--- src/rtl/ddr_init_pkg.sv ---
package ddr_init_pkg;

  typedef enum logic [3:0] {
    CMD_NOP = 4'b0111,
    CMD_PRE = 4'b0010,
    CMD_REF = 4'b0001,
    CMD_MRS = 4'b0000
  } cmd_e;

  typedef enum logic [2:0] {
    STP_PRE1,
    STP_EXT,
    STP_DLLRST,
    STP_PRE2,
    STP_REF,
    STP_FINAL
  } step_e;

  typedef enum logic [2:0] {
    PH_IDLE,
    PH_PWR,
    PH_CKE,
    PH_ISSUE,
    PH_GAP,
    PH_DONE
  } phase_e;

  function automatic cmd_e step_cmd(step_e s);
    case (s)
      STP_PRE1, STP_PRE2: return CMD_PRE;
      STP_REF:            return CMD_REF;
      default:            return CMD_MRS;
    endcase
  endfunction

  // cycles from this step's command to the next command
  function automatic int unsigned step_gap(step_e s, int unsigned trp,
                                           int unsigned tmrd, int unsigned tlock,
                                           int unsigned trfc);
    case (s)
      STP_PRE1, STP_PRE2: return trp;
      STP_EXT, STP_FINAL: return tmrd;
      STP_DLLRST:         return tlock;
      default:            return trfc;
    endcase
  endfunction

  function automatic step_e step_after(step_e s);
    case (s)
      STP_PRE1:   return STP_EXT;
      STP_EXT:    return STP_DLLRST;
      STP_DLLRST: return STP_PRE2;
      STP_PRE2:   return STP_REF;
      default:    return STP_FINAL;
    endcase
  endfunction

  function automatic int unsigned max2(int unsigned a, int unsigned b);
    return (a > b) ? a : b;
  endfunction

endpackage

--- src/rtl/ddr_init_timer.sv ---
module ddr_init_timer #(
  parameter int CW = 8
) (
  input  logic          clk_i,
  input  logic          rst_ni,
  input  logic          load_i,
  input  logic [CW-1:0] val_i,
  output logic          zero_o
);

  logic [CW-1:0] cnt_q;

  always_ff @(posedge clk_i or negedge rst_ni) begin
    if (!rst_ni)            cnt_q <= '0;
    else if (load_i)        cnt_q <= val_i;
    else if (cnt_q != '0)   cnt_q <= cnt_q - 1'b1;
  end

  assign zero_o = (cnt_q == '0);

  // a running wait counts down by exactly one per cycle
  a_r3_timer_step: assert property (@(posedge clk_i) disable iff (!rst_ni)
    (!load_i && !zero_o) |=> (cnt_q == $past(cnt_q) - 1'b1));

endmodule

--- src/rtl/ddr_init_fsm.sv ---
module ddr_init_fsm
  import ddr_init_pkg::*;
#(
  parameter int unsigned PWR_CYC  = 25000,
  parameter int unsigned T_RP     = 3,
  parameter int unsigned T_MRD    = 2,
  parameter int unsigned LOCK_CYC = 200,
  parameter int unsigned T_RFC    = 10,
  parameter int unsigned N_REF    = 2,
  parameter int          CW       = 16
) (
  input  logic  clk_i,
  input  logic  rst_ni,
  input  logic  start_i,
  output phase_e phase_o,
  output step_e  step_o,
  output logic   capture_o,
  output logic   cke_o,
  output logic   done_o
);

  localparam int RW = $clog2(N_REF + 1);

  phase_e        phase_q, phase_d;
  step_e         step_q, step_d;
  logic [RW-1:0] ref_q, ref_d;
  logic          tmr_load, tmr_zero;
  logic [CW-1:0] tmr_val;
  logic          gap_end;

  ddr_init_timer #(.CW(CW)) u_timer (
    .clk_i  (clk_i),
    .rst_ni (rst_ni),
    .load_i (tmr_load),
    .val_i  (tmr_val),
    .zero_o (tmr_zero)
  );

  assign gap_end = (phase_q == PH_GAP) && tmr_zero;

  always_comb begin
    phase_d  = phase_q;
    step_d   = step_q;
    ref_d    = ref_q;
    tmr_load = 1'b0;
    tmr_val  = '0;
    case (phase_q)
      PH_IDLE: if (start_i) begin
        phase_d  = PH_PWR;
        tmr_load = 1'b1;
        tmr_val  = CW'(PWR_CYC - 1);
      end
      PH_PWR: if (tmr_zero) phase_d = PH_CKE;
      PH_CKE: begin
        phase_d = PH_ISSUE;
        step_d  = STP_PRE1;
        ref_d   = '0;
      end
      PH_ISSUE: begin
        phase_d  = PH_GAP;
        tmr_load = 1'b1;
        tmr_val  = CW'(step_gap(step_q, T_RP, T_MRD, LOCK_CYC, T_RFC) - 2);
      end
      PH_GAP: if (tmr_zero) begin
        if (step_q == STP_FINAL) begin
          phase_d = PH_DONE;
        end else if (step_q == STP_REF && ref_q != RW'(N_REF - 1)) begin
          phase_d = PH_ISSUE;
          ref_d   = ref_q + 1'b1;
        end else begin
          phase_d = PH_ISSUE;
          step_d  = step_after(step_q);
        end
      end
      default: phase_d = PH_DONE;
    endcase
  end

  always_ff @(posedge clk_i or negedge rst_ni) begin
    if (!rst_ni) begin
      phase_q <= PH_IDLE;
      step_q  <= STP_PRE1;
      ref_q   <= '0;
    end else begin
      phase_q <= phase_d;
      step_q  <= step_d;
      ref_q   <= ref_d;
    end
  end

  assign phase_o   = phase_q;
  assign step_o    = step_q;
  assign capture_o = (phase_q == PH_IDLE) && start_i;
  assign cke_o     = (phase_q != PH_IDLE) && (phase_q != PH_PWR);
  assign done_o    = (phase_q == PH_DONE);

  // the refresh counter never passes the configured count
  a_r7_ref_bound: assert property (@(posedge clk_i) disable iff (!rst_ni)
    (ref_q < RW'(N_REF)));

  // the final gap ending is what leads to completion
  a_r9_done_entry: assert property (@(posedge clk_i) disable iff (!rst_ni)
    (gap_end && step_q == STP_FINAL) |=> done_o);

endmodule

--- src/rtl/ddr_init_cmd_enc.sv ---
module ddr_init_cmd_enc
  import ddr_init_pkg::*;
#(
  parameter int AW = 12
) (
  input  logic          clk_i,
  input  logic          rst_ni,
  input  logic          capture_i,
  input  logic [AW-1:0] mode_i,
  input  logic [AW-1:0] ext_i,
  input  phase_e        phase_i,
  input  step_e         step_i,
  output logic [3:0]    cmd_o,
  output logic [1:0]    ba_o,
  output logic [AW-1:0] addr_o
);

  localparam int AP_BIT  = 10;
  localparam int DLL_BIT = 8;

  logic [AW-1:0] mode_q, ext_q;
  logic          fire;

  always_ff @(posedge clk_i or negedge rst_ni) begin
    if (!rst_ni) begin
      mode_q <= '0;
      ext_q  <= '0;
    end else if (capture_i) begin
      mode_q <= mode_i;
      ext_q  <= ext_i;
    end
  end

  assign fire = (phase_i == PH_ISSUE);

  always_comb begin
    cmd_o  = CMD_NOP;
    ba_o   = 2'b00;
    addr_o = '0;
    if (fire) begin
      cmd_o = step_cmd(step_i);
      case (step_i)
        STP_PRE1, STP_PRE2: addr_o[AP_BIT] = 1'b1;
        STP_EXT: begin
          ba_o   = 2'b01;
          addr_o = {ext_q[AW-1:1], 1'b0};
        end
        STP_DLLRST: begin
          addr_o          = mode_q;
          addr_o[DLL_BIT] = 1'b1;
        end
        STP_FINAL: begin
          addr_o          = mode_q;
          addr_o[DLL_BIT] = 1'b0;
        end
        default: ;
      endcase
    end
  end

endmodule

--- src/rtl/ddr_init_seq.sv ---
module ddr_init_seq
  import ddr_init_pkg::*;
#(
  parameter int unsigned PWR_CYC  = 25000,
  parameter int unsigned T_RP     = 3,
  parameter int unsigned T_MRD    = 2,
  parameter int unsigned LOCK_CYC = 200,
  parameter int unsigned T_RFC    = 10,
  parameter int unsigned N_REF    = 2,
  parameter int          AW       = 12
) (
  input  logic          clk_i,
  input  logic          rst_ni,
  input  logic          start_i,
  input  logic [AW-1:0] mode_val_i,
  input  logic [AW-1:0] ext_val_i,
  output logic          cke_o,
  output logic          cs_n_o,
  output logic          ras_n_o,
  output logic          cas_n_o,
  output logic          we_n_o,
  output logic [1:0]    ba_o,
  output logic [AW-1:0] addr_o,
  output logic          init_done_o
);

  localparam int unsigned MAXV = max2(max2(PWR_CYC, LOCK_CYC), max2(T_RFC, max2(T_RP, T_MRD)));
  localparam int CW = $clog2(MAXV + 1);

  phase_e     phase;
  step_e      step;
  logic       capture;
  logic [3:0] cmd;
  logic       cmd_busy;

  ddr_init_fsm #(
    .PWR_CYC(PWR_CYC), .T_RP(T_RP), .T_MRD(T_MRD), .LOCK_CYC(LOCK_CYC),
    .T_RFC(T_RFC), .N_REF(N_REF), .CW(CW)
  ) u_fsm (
    .clk_i     (clk_i),
    .rst_ni    (rst_ni),
    .start_i   (start_i),
    .phase_o   (phase),
    .step_o    (step),
    .capture_o (capture),
    .cke_o     (cke_o),
    .done_o    (init_done_o)
  );

  ddr_init_cmd_enc #(.AW(AW)) u_enc (
    .clk_i     (clk_i),
    .rst_ni    (rst_ni),
    .capture_i (capture),
    .mode_i    (mode_val_i),
    .ext_i     (ext_val_i),
    .phase_i   (phase),
    .step_i    (step),
    .cmd_o     (cmd),
    .ba_o      (ba_o),
    .addr_o    (addr_o)
  );

  assign {cs_n_o, ras_n_o, cas_n_o, we_n_o} = cmd;
  assign cmd_busy = (cmd != CMD_NOP);

  // clock enable never drops once raised
  a_r2_cke_sticky: assert property (@(posedge clk_i) disable iff (!rst_ni)
    cke_o |=> cke_o);

  // no command is driven while clock enable is low
  a_r3_cmd_needs_cke: assert property (@(posedge clk_i) disable iff (!rst_ni)
    cmd_busy |-> cke_o);

  // done is sticky and quiet
  a_r9_done_sticky: assert property (@(posedge clk_i) disable iff (!rst_ni)
    init_done_o |=> init_done_o);
  a_r9_done_quiet: assert property (@(posedge clk_i) disable iff (!rst_ni)
    init_done_o |-> !cmd_busy);

  // commands are single-cycle pulses
  a_r3_single_cycle: assert property (@(posedge clk_i) disable iff (!rst_ni)
    cmd_busy |=> !cmd_busy);

endmodule

--- config.mk ---
export PLATFORM = sky130hd
export DESIGN_NAME = ddr_init_seq
export DESIGN_NICKNAME = d
export VERILOG_FILES = /design/src/rtl/ddr_init_pkg.sv /design/src/rtl/ddr_init_timer.sv /design/src/rtl/ddr_init_fsm.sv /design/src/rtl/ddr_init_cmd_enc.sv /design/src/rtl/ddr_init_seq.sv
export SDC_FILE = /design/constraint.sdc
export NUM_CORES = 1
export LEC_CHECK = 0
export BUFFER_PORTS_ARGS = -buffer_cell sky130_fd_sc_hd__buf_4
export CAP_MARGIN = 20
export CELL_PAD_IN_SITES_DETAIL_PLACEMENT = 1
export CELL_PAD_IN_SITES_GLOBAL_PLACEMENT = 1
export CORE_ASPECT_RATIO = 2
export CORE_MARGIN = 10
export CORE_UTILIZATION = 39
export DETAILED_ROUTE_END_ITERATION = 12
export PLACE_DENSITY_LB_ADDON = 0.1
export SLEW_MARGIN = 0
export SYNTH_ARGS = -nofsm -noshare
export SYNTH_HDL_FRONTEND = slang
export SYNTH_SLANG_ARGS = --single-unit
--- constraint.sdc ---
create_clock -name clk_i -period 1.85 [get_ports clk_i]
set_clock_uncertainty 0.05 [all_clocks]
set_input_delay 0.0925 -clock clk_i [delete_from_list [all_inputs] [get_ports clk_i]]
set_output_delay 0.0925 -clock clk_i [all_outputs]
set_load 0.01 [all_outputs]
# == After elaboration in Yosys (flattened, before gate mapping) ==
# Cells that the tools add are included.
# word_totals
register_bits,47
wordCells,73
# op_classes
addsub,3
n_eq_ne,18
muxes,30
n_reduce_logical,16
# ops
op,count
15-bit two-way mux,4
10-bit one-hot mux with 3 select lines,1
15-bit one-hot mux with 2 select lines,1
8-bit one-hot mux with 3 select lines,1
3-bit two-way mux,7
15-bit zero test,1
3-bit one-hot mux with 5 select lines,1
15-bit nonzero test,1
"15-bit by 1-bit subtractor with 15-bit output, second input constant",1
"15-bit by 2-bit subtractor with 15-bit output, second input constant",1
"3-bit by 2-bit equality test with 1-bit output, second input constant",4
"3-bit equality test, second input constant",4
12-bit two-way mux,1
3-bit one-hot mux with 4 select lines,1
2-bit two-way mux,4
"2-bit inequality test, second input constant",4
2-bit one-hot mux with 2 select lines,2
4-bit AND reduction,2
"3-bit by 1-bit equality test with 1-bit output, second input constant",2
3-bit zero test,2
"2-bit by 1-bit inequality test with 1-bit output, second input constant",3
3-bit one-hot mux with 2 select lines,1
2-bit OR reduction,3
4-bit two-way mux,1
other kinds (9),14

# == Depth between registers and ports, before layout ==
# Gate-level depths: netlist of the first run.
# depth
word_depth,7
depth_mapped,9
mapped_depth_nobuf,8

# == Cells and area by module ==
# Synthesis of the first run repeated with hierarchy kept, for this count alone.
# unflattened
hier_cells,226
hier_area_um2,2497.4
# modules_own_cells
mod,n_inst,cells_per_inst,area_per_inst_um2,seq_area_each_um2
ddr_init_cmd_enc,1,78,1076.0,550.5
ddr_init_timer,1,79,829.5,375.4
ddr_init_fsm,1,69,591.8,200.2

# == Worst setup path before layout of the first run ==
# Ideal clock, no wire load.
# synth_timing
kind,register to register
from,register u_fsm.step_q[0] (netlist: u_fsm.step_o[0])
to,register u_fsm.u_timer.cnt_q[9]
setup_ns,0.080
arrival_ns,1.732
required_ns,1.720
setup_slack_ns,-0.012
stages_incl_launch_ff,10
path_buffers,1
period_less_slack_ns,1.862
cell_sequence,dfrtp_1 > clkbuf_1 > nor2_1 > nand2_1 > inv_1 > ha_1 > ha_1 > nand2_1 > mux2_4 > nor3b_2
# synth_between
elab_chain_len,7
word_cells_on_any_way,12
classes_between,1 x add/sub; 4 x eq/ne; 4 x mux; 3 x reduce/logical
# synth_rtl
item,line,source
start: declaration,ddr_init_fsm.sv:25,"step_e step_q, step_d;"
start signal: assignment,ddr_init_fsm.sv:86,step_q <= step_d;
"3-bit by 1-bit equality test with 1-bit output, or another cell as far along",ddr_init_pkg.sv:40,case (s)
2-bit OR reduction,ddr_init_pkg.sv:40,
8-bit one-hot mux with 3 select lines *,ddr_init_pkg.sv:40,
15-bit two-way mux *,ddr_init_fsm.sv:47,case (phase_q)
15-bit by 2-bit subtractor with 15-bit output *,ddr_init_fsm.sv:62,"tmr_val = CW'(step_gap(step_q, T_RP, T_MRD, LOCK_CYC, T_RFC) - 2);"
15-bit one-hot mux with 2 select lines *,ddr_init_fsm.sv:47,
15-bit two-way mux *,ddr_init_timer.sv:15,else if (load_i) cnt_q <= val_i;
end signal: assignment,ddr_init_timer.sv:15,
end signal: assignment,ddr_init_timer.sv:16,else if (cnt_q != '0) cnt_q <= cnt_q - 1'b1;
end: declaration,ddr_init_timer.sv:11,logic [CW-1:0] cnt_q;
# Mark *: on every way between the ends. The rest lies on a longest branch, timed or not. The select of a mux whose other input is x is not followed.
# A chain may end at the register's enable or synchronous reset.

# == Worst setup path in the final report of the first run ==
# layout_timing
from,register u_fsm.u_timer.cnt_q[0]
to,register u_fsm.u_timer.cnt_q[6]
# layout_between
elab_chain_len,3
word_cells_on_any_way,5
classes_between,1 x add/sub; 2 x mux; 2 x reduce/logical
# layout_rtl
item,line
15-bit by 1-bit subtractor with 15-bit output,ddr_init_timer.sv:16
15-bit two-way mux,ddr_init_timer.sv:16
15-bit two-way mux,ddr_init_timer.sv:15
# Several ways; a longest one is shown, not always the timed one. The select of a mux whose other input is x is not followed.

==> results of run 1 <==
## placed cells by master, fill, tap and decap left out, types with 4 or more instances in the layout
cell type	count
buf_4	85
dfrtp_1	40
dlygate4sd3_1	23
mux2_2	21
nand2_1	13
o21ai_0	13
nor2_1	10
a22o_1	10
inv_1	6
a21oi_1	6
nor3_1	6
nand4_1	6
nand3_1	6
buf_6	6
clkbuf_16	5
dfrtp_2	5
nor2b_1	4
a21oi_2	4
xor2_1	4
## critical path: cells and delay by family, from the launching register on
family                     cells  cell delay, ps
adders and majority gates      1             130
and+or+nand+nor                1             400
DFF                            1             400
AOI/OAI and AO/OA              3             460
buffers and inverters          3             290
## final cells by class
cell class | instances | share of cell area [%]
sequential | 45 | 29.3
clock buffer | 6 | 3.33
tap | 86 | 2.78
timing repair buffer | 117 | 25.7
clock inverter | 2 | 0.388
inverter | 8 | 0.970
multi-input combinational | 175 | 37.5
## metal layers
| layer | vias to the layer above | part of all wire [%] |
|---|---|---|
| met4 | 0 | 2.2 |
| met1 | 1188 | 35 |
| met3 | 14 | 4.1 |
| met2 | 47 | 58 |
| met5 | - | 0 |
| li1 | 1093 | - |
## final timing paths
kind,startpoint,end,depth (start not counted)
setup / recovery,u_fsm.u_timer.cnt_q[0],u_fsm.u_timer.cnt_q[6],8
hold / removal,start_i,u_fsm.phase_o[0],5
hold reg to reg,u_enc.mode_q[0],u_enc.mode_q[0],1
min in group asynchronous,rst_ni,u_fsm.u_timer.cnt_q[7],2
setup reg to reg,u_fsm.u_timer.cnt_q[0],u_fsm.u_timer.cnt_q[6],8
max in group asynchronous,rst_ni,u_fsm.step_o[0],2
## sequential cells by signal (all words and copies together) (netlist names)
register,flops
u_fsm.phase_o,3
u_enc.ext_q,11
u_fsm.u_timer.cnt_q,15
u_fsm.step_o,3
u_fsm.ref_q,2
u_enc.mode_q,11
## cell families after synthesis
logic type | Yosys count | share of synthesized area (%)
buffers and inverters | 23 | 4.53
muxes | 23 | 10.4
xor gates and xnor gates | 8 | 2.79
AOI/OAI and AO/OA | 54 | 14.5
and+or+nand+nor | 83 | 20.3
adders and majority gates | 5 | 2.49
other | 1 | 0.149
DFF | 45 | 44.8
## stage by stage
stage                     hold slack (ps)  setup WS, ps  util [%]  instance area [um^2]
after floorplan                      -253          13.0         -                  2520
after global placement               96.1         -14.8      50.8                  3200
after detailed placement              101         -82.2      50.8                  3200
after CTS                             241         -62.7      57.3                  3610
after global routing                  314         -51.9      61.3                  3870
final                                 249          8.83      61.3                  3870
## timing repair
action                                  4_1_cts  5_1_grt
endpoints found under the hold margin        67        0
resized for setup                            11       45
endpoints found under the setup margin       27       28
hold buffers                                 23        0
pin swaps                                     1       14
buffers inserted                              1       13
## power by group through the flow
stage | registers [mW] | logic [mW] | clock network, mW
after CTS | 1.44 | 0.841 | 0.916
final | 1.44 | 1.00 | 0.902
after detailed placement | 1.45 | 0.776 | 0
after global routing | 1.47 | 1.09 | 0.954
after floorplan | 1.43 | 0.433 | 0
after global placement | 1.44 | 0.741 | 0
==> results.yml, run 1 <==
clock_tree:
  root_buffer: "clkbuf_16"
  path_clk_slew_ps: 70
  cts_tree: "yes"
  cts-buffers-inserted: 5
  cts_max_path_buffers: 2
  htreeDepth: 2
  clock_sinks: 45
  clk_latency_ps: 290
routing:
  drt_first_pass_iters: 4
  drc: 0
  vias_per_cell: 5.33
  wire_per_inst_um: 18.4
  drtIter0Drc: 80
  totalWireLength_mm: 8.09
  ant_nets: 0
  vias: 2342
cells_and_area:
  fin_cells: 439
  num_antenna_cells: 0
  area_growth_pct: 54.0
  regArea_um2: 1130
  layout-drive-gt1-share_pct: 47.6
  nNetsFinal: 384
  multi_input_area_um2: 1450
  nFillCells: 677
critical_path:
  cp_common_cell: "buf_6"
  slowest_stage: "dfrtp_1"
  cpPeakStageDelay_ps: 400
  crit_chain: "buf_6 -> inv_4 -> buf_6 -> ha_4 -> or3b_4 -> o31a_1 -> a21oi_2 -> o22ai_1"
  worstSetupEndpointType: "flop"
  arrival_ps: 1970
  path_class: "flop to flop"
  crit_fanout: 3
  required_ps: 1980
  ff2ff_setup_slack_ps: 9
  startpoint_type: "flop"
global_routing:
  grt_max_degree: 46
  met2_usage_pct: 31.1
  grt_pass1_wl_mm: 13.3
  grt_use_met3_pct: 4.18
  track_usage_pct: 15.9
  grt_pass1_vias: 2690
  met1_usage_pct: 14.6
  grt.overflow.total: 0
  antenna_found_initial: 0
  grt.busiest_layer: "met2"
pwr:
  p_sw_share_pct: 30.2
  peakVddDrop_mv: 0.852
  power_density_nw_per_um2: 863
  netSwitchingPower_mw: 1.01
  totalPowerFinal_mw: 3.34
  pwr-share-comb_pct: 29.9
  power.clock.fraction_pct: 27.0
  p_seq_share_pct: 43.1
  cellLeakagePower_nw: 1.62
  p_int_mw: 2.33
yosys:
  synthTopCellsByArea: "dfrtp_1, mux2_2, a22o_1"
  syn_inst: 242
  synth-seq-cells: 45
  synth_top_area_share_pct: 44.8
  syn_area_um2: 2510
  syn_area_per_cell_um2: 10.4
  ys_types: 59
  synthFlopType: "dfrtp_1"
  synth-edff-count: 0
  synth_top_cell_by_area: "dfrtp_1"
  synth.most_common_cell: "dfrtp_1"
  synth_common_cells: "dfrtp_1, mux2_2, nand2_1"
  async_reset_ff_share_pct: 100
  synth_warnings: 0
  synth_seq_area_share_pct: 44.8
die:
  die_h_um: 134
  dieArea_um2: 10200
  start_util_pct: 39.8
  pin_count: 47
  core.rowCount: 41
  coreArea_um2: 6310
  die_w_um: 76.8
placed_design:
  numPortBuffers: 42
  dp_hpwl_mm: 5.59
  dp.cells: 397
  gp_congestion: 0.799
timing:
  rsz0062_at_grt: "yes"
  tightest_slew_ps: 611
  drv_slew: 0
  setup_viol: 0
  period_share_pct: 99.5
  relSlewSlack_pct: 59.3
  timing.setup.tns_ps: 0
  hold_viol: 0
  fmax_ghz: 0.543
  finalCriticalPeriod_ps: 1840
job:
  drv_cap: 0
run_status:
  status: "finished, final reports clean"
min_path:
  min_path_type: "input port to flop"
No activity file was read; power rests on OpenSTA's default activity.
==> inputs of run 2 (changes only) <==
==> constraint.sdc (replaced) <==
create_clock -name clk_i -period 1.6 [get_ports clk_i]
set_clock_uncertainty 0.05 [all_clocks]
set_input_delay 0.08 -clock clk_i [delete_from_list [all_inputs] [get_ports clk_i]]
set_output_delay 0.08 -clock clk_i [all_outputs]
set_load 0.01 [all_outputs]
==> results.yml, run 2 (same netlist as run 1, synthesis figures left out) <==
run_status:
  status: "finished with violations"
  violations: "setup timing"
die:
  die_h_um: 134
  die_w_um: 76.8
  start_util_pct: 39.8
  dieArea_um2: 10200
  core.rowCount: 41
  coreArea_um2: 6310
  pin_count: 47
cells_and_area:
  regArea_um2: 1130
  fin_util_pct: 75.0
  num_antenna_cells: 0
  final_common_cell: "buf_4"
  nNetsFinal: 435
  regMostFlops: "u_fsm.u_timer.cnt_q"
  multi_input_area_um2: 1760
  largest_reg_flops: 15
  layout-drive-gt1-share_pct: 64.5
  reg.largest.list: "u_fsm.u_timer.cnt_q: 15 flops, u_enc.ext_q: 11 flops, u_enc.mode_q: 11 flops"
  nFillCells: 586
  area_growth_pct: 88.4
  final_cell_mix: "buf_4, dfrtp_1, buf_6"
routing:
  totalWireLength_mm: 15.2
  dr_wl_met3_um: 861
  wire_per_inst_um: 31.0
  drt-met1-wl_mm: 4.59
  vias: 2968
  wl_met2_mm: 8.49
  drt_first_pass_iters: 5
  drc: 0
  dr.max_layer_used: "met4"
  vias_per_cell: 6.07
  drtIter0Drc: 248
  ant_nets: 0
global_routing:
  grt_pass1_vias: 3209
  grt.overflow.total: 0
  antenna_found_initial: 0
  track_usage_pct: 21.9
  grt_max_degree: 46
  grt_pass1_wl_mm: 17.4
timing:
  relSlewSlack_pct: 57.9
  fmax_ghz: 0.511
  period_share_pct: 122
  rsz0062_at_grt: "yes"
  hold_viol: 0
  tightest_slew_ps: 631
  finalCriticalPeriod_ps: 1960
  final.setup.worst_slack_ps: -356
  setup_viol: 62
  drv_slew: 0
critical_path:
  path_delay_family: "flip-flops"
  worstSetupEndpointType: "output port"
  cp_num_cells: 7
  path_class: "flop to output port"
  startpoint_type: "flop"
  cpPeakStageDelay_ps: 460
  slowest_stage: "dfrtp_2"
  cp_common_cell: "buf_6"
  reg2reg_depth: 5
  required_ps: 1470
  crit_fanout: 5
  path_buf_inv: 3
  arrival_ps: 1830
  crit_chain: "nor2b_4 -> buf_6 -> nand2b_4 -> nor2_4 -> buf_6 -> a22o_1 -> buf_4"
min_path:
  min_path_type: "input port to async pin"
placed_design:
  dp_slack_ps: -152
  gp_congestion: 0.866
  dp_hpwl_mm: 6.28
  numPortBuffers: 42
clock_tree:
  cts-buffers-inserted: 5
  cts_tree: "yes"
  clk_latency_ps: 290
  path_clk_slew_ps: 70
  root_buffer: "clkbuf_16"
  cts_max_path_buffers: 2
  clock_sinks: 45
  htreeDepth: 2
pwr:
  cellLeakagePower_nw: 2.03
  totalPowerFinal_mw: 4.32
  power_density_nw_per_um2: 912
  peakVddDrop_mv: 0.692
job:
  drv_cap: 0
## run 2: cell count changes in the layout (fill, tap and decap cells not counted), moves of 5 or more
cell / delta
buf_4: +18
buf_6: +27
nand3_1: -5
nor3_1: -5
o21ai_0: -9
o21ai_2: +7
## run 2: layout make-up
type	instances	share of cell area (%)
clock buffer	6	2.72
clock inverter	1	0.106
inverter	8	0.740
multi-input combinational	175	37.2
sequential	45	23.9
tap	86	2.27
timing repair buffer	168	33.0
## run 2: stage by stage
step	TNS (ps)	hold slack (ps)	instance area, um^2	std cells
after floorplan	-2070	-266	2610	243
after global placement	-2170	79.1	3420	418
after detailed placement	-4090	85.8	3420	418
after CTS	-4100	182	4230	470
after global routing	-13770	309	4730	489
final	-11970	316	4730	489
## run 2: per-layer routing
metal / vias to the layer above / GRT usage (%)
li1: 1193 / -
met1: 1485 / 19.0
met2: 205 / 43.9
met3: 85 / 4.04
met4: 0 / 12.4
met5: - / 0
## run 2: power by group
group          total (mW)  leakage, nW  internal, mW  switching, mW
sequential           1.73        0.532          1.45          0.282
combinational        1.58         1.43         0.844          0.732
clock                1.01       0.0667         0.569          0.442
## run 2: path summary, 6_finish.rpt
path                                   startpoint                     end  slack [ps]
min                                        rst_ni  u_fsm.u_timer.cnt_q[7]         320
max reg2reg                u_fsm.u_timer.cnt_q[9]        u_fsm.phase_o[0]        -300
min reg2reg                       u_enc.mode_q[1]         u_enc.mode_q[1]         460
max in group asynchronous                  rst_ni         u_fsm.step_o[2]         710
min in group clk_i                        start_i        u_fsm.phase_o[0]         320
max                               u_fsm.step_o[0]               addr_o[7]        -360
## run 2: worst reg2reg max path: stages, from the launching register on
cell      delay (ps)
dfrtp_1          450
nor3_2           470
nand4_1          270
buf_6            220
a311oi_2         250
a21oi_1           80
## run 2: timing repair
item | CTS | global route
buffers inserted | 21 | 21
pin swaps | 20 | 28
hold buffers | 23 | 0
cloned | 2 | 2
setup endpoints to repair | 60 | 60
endpoints found under the hold margin | 67 | 0
gates resized for setup | 71 | 77
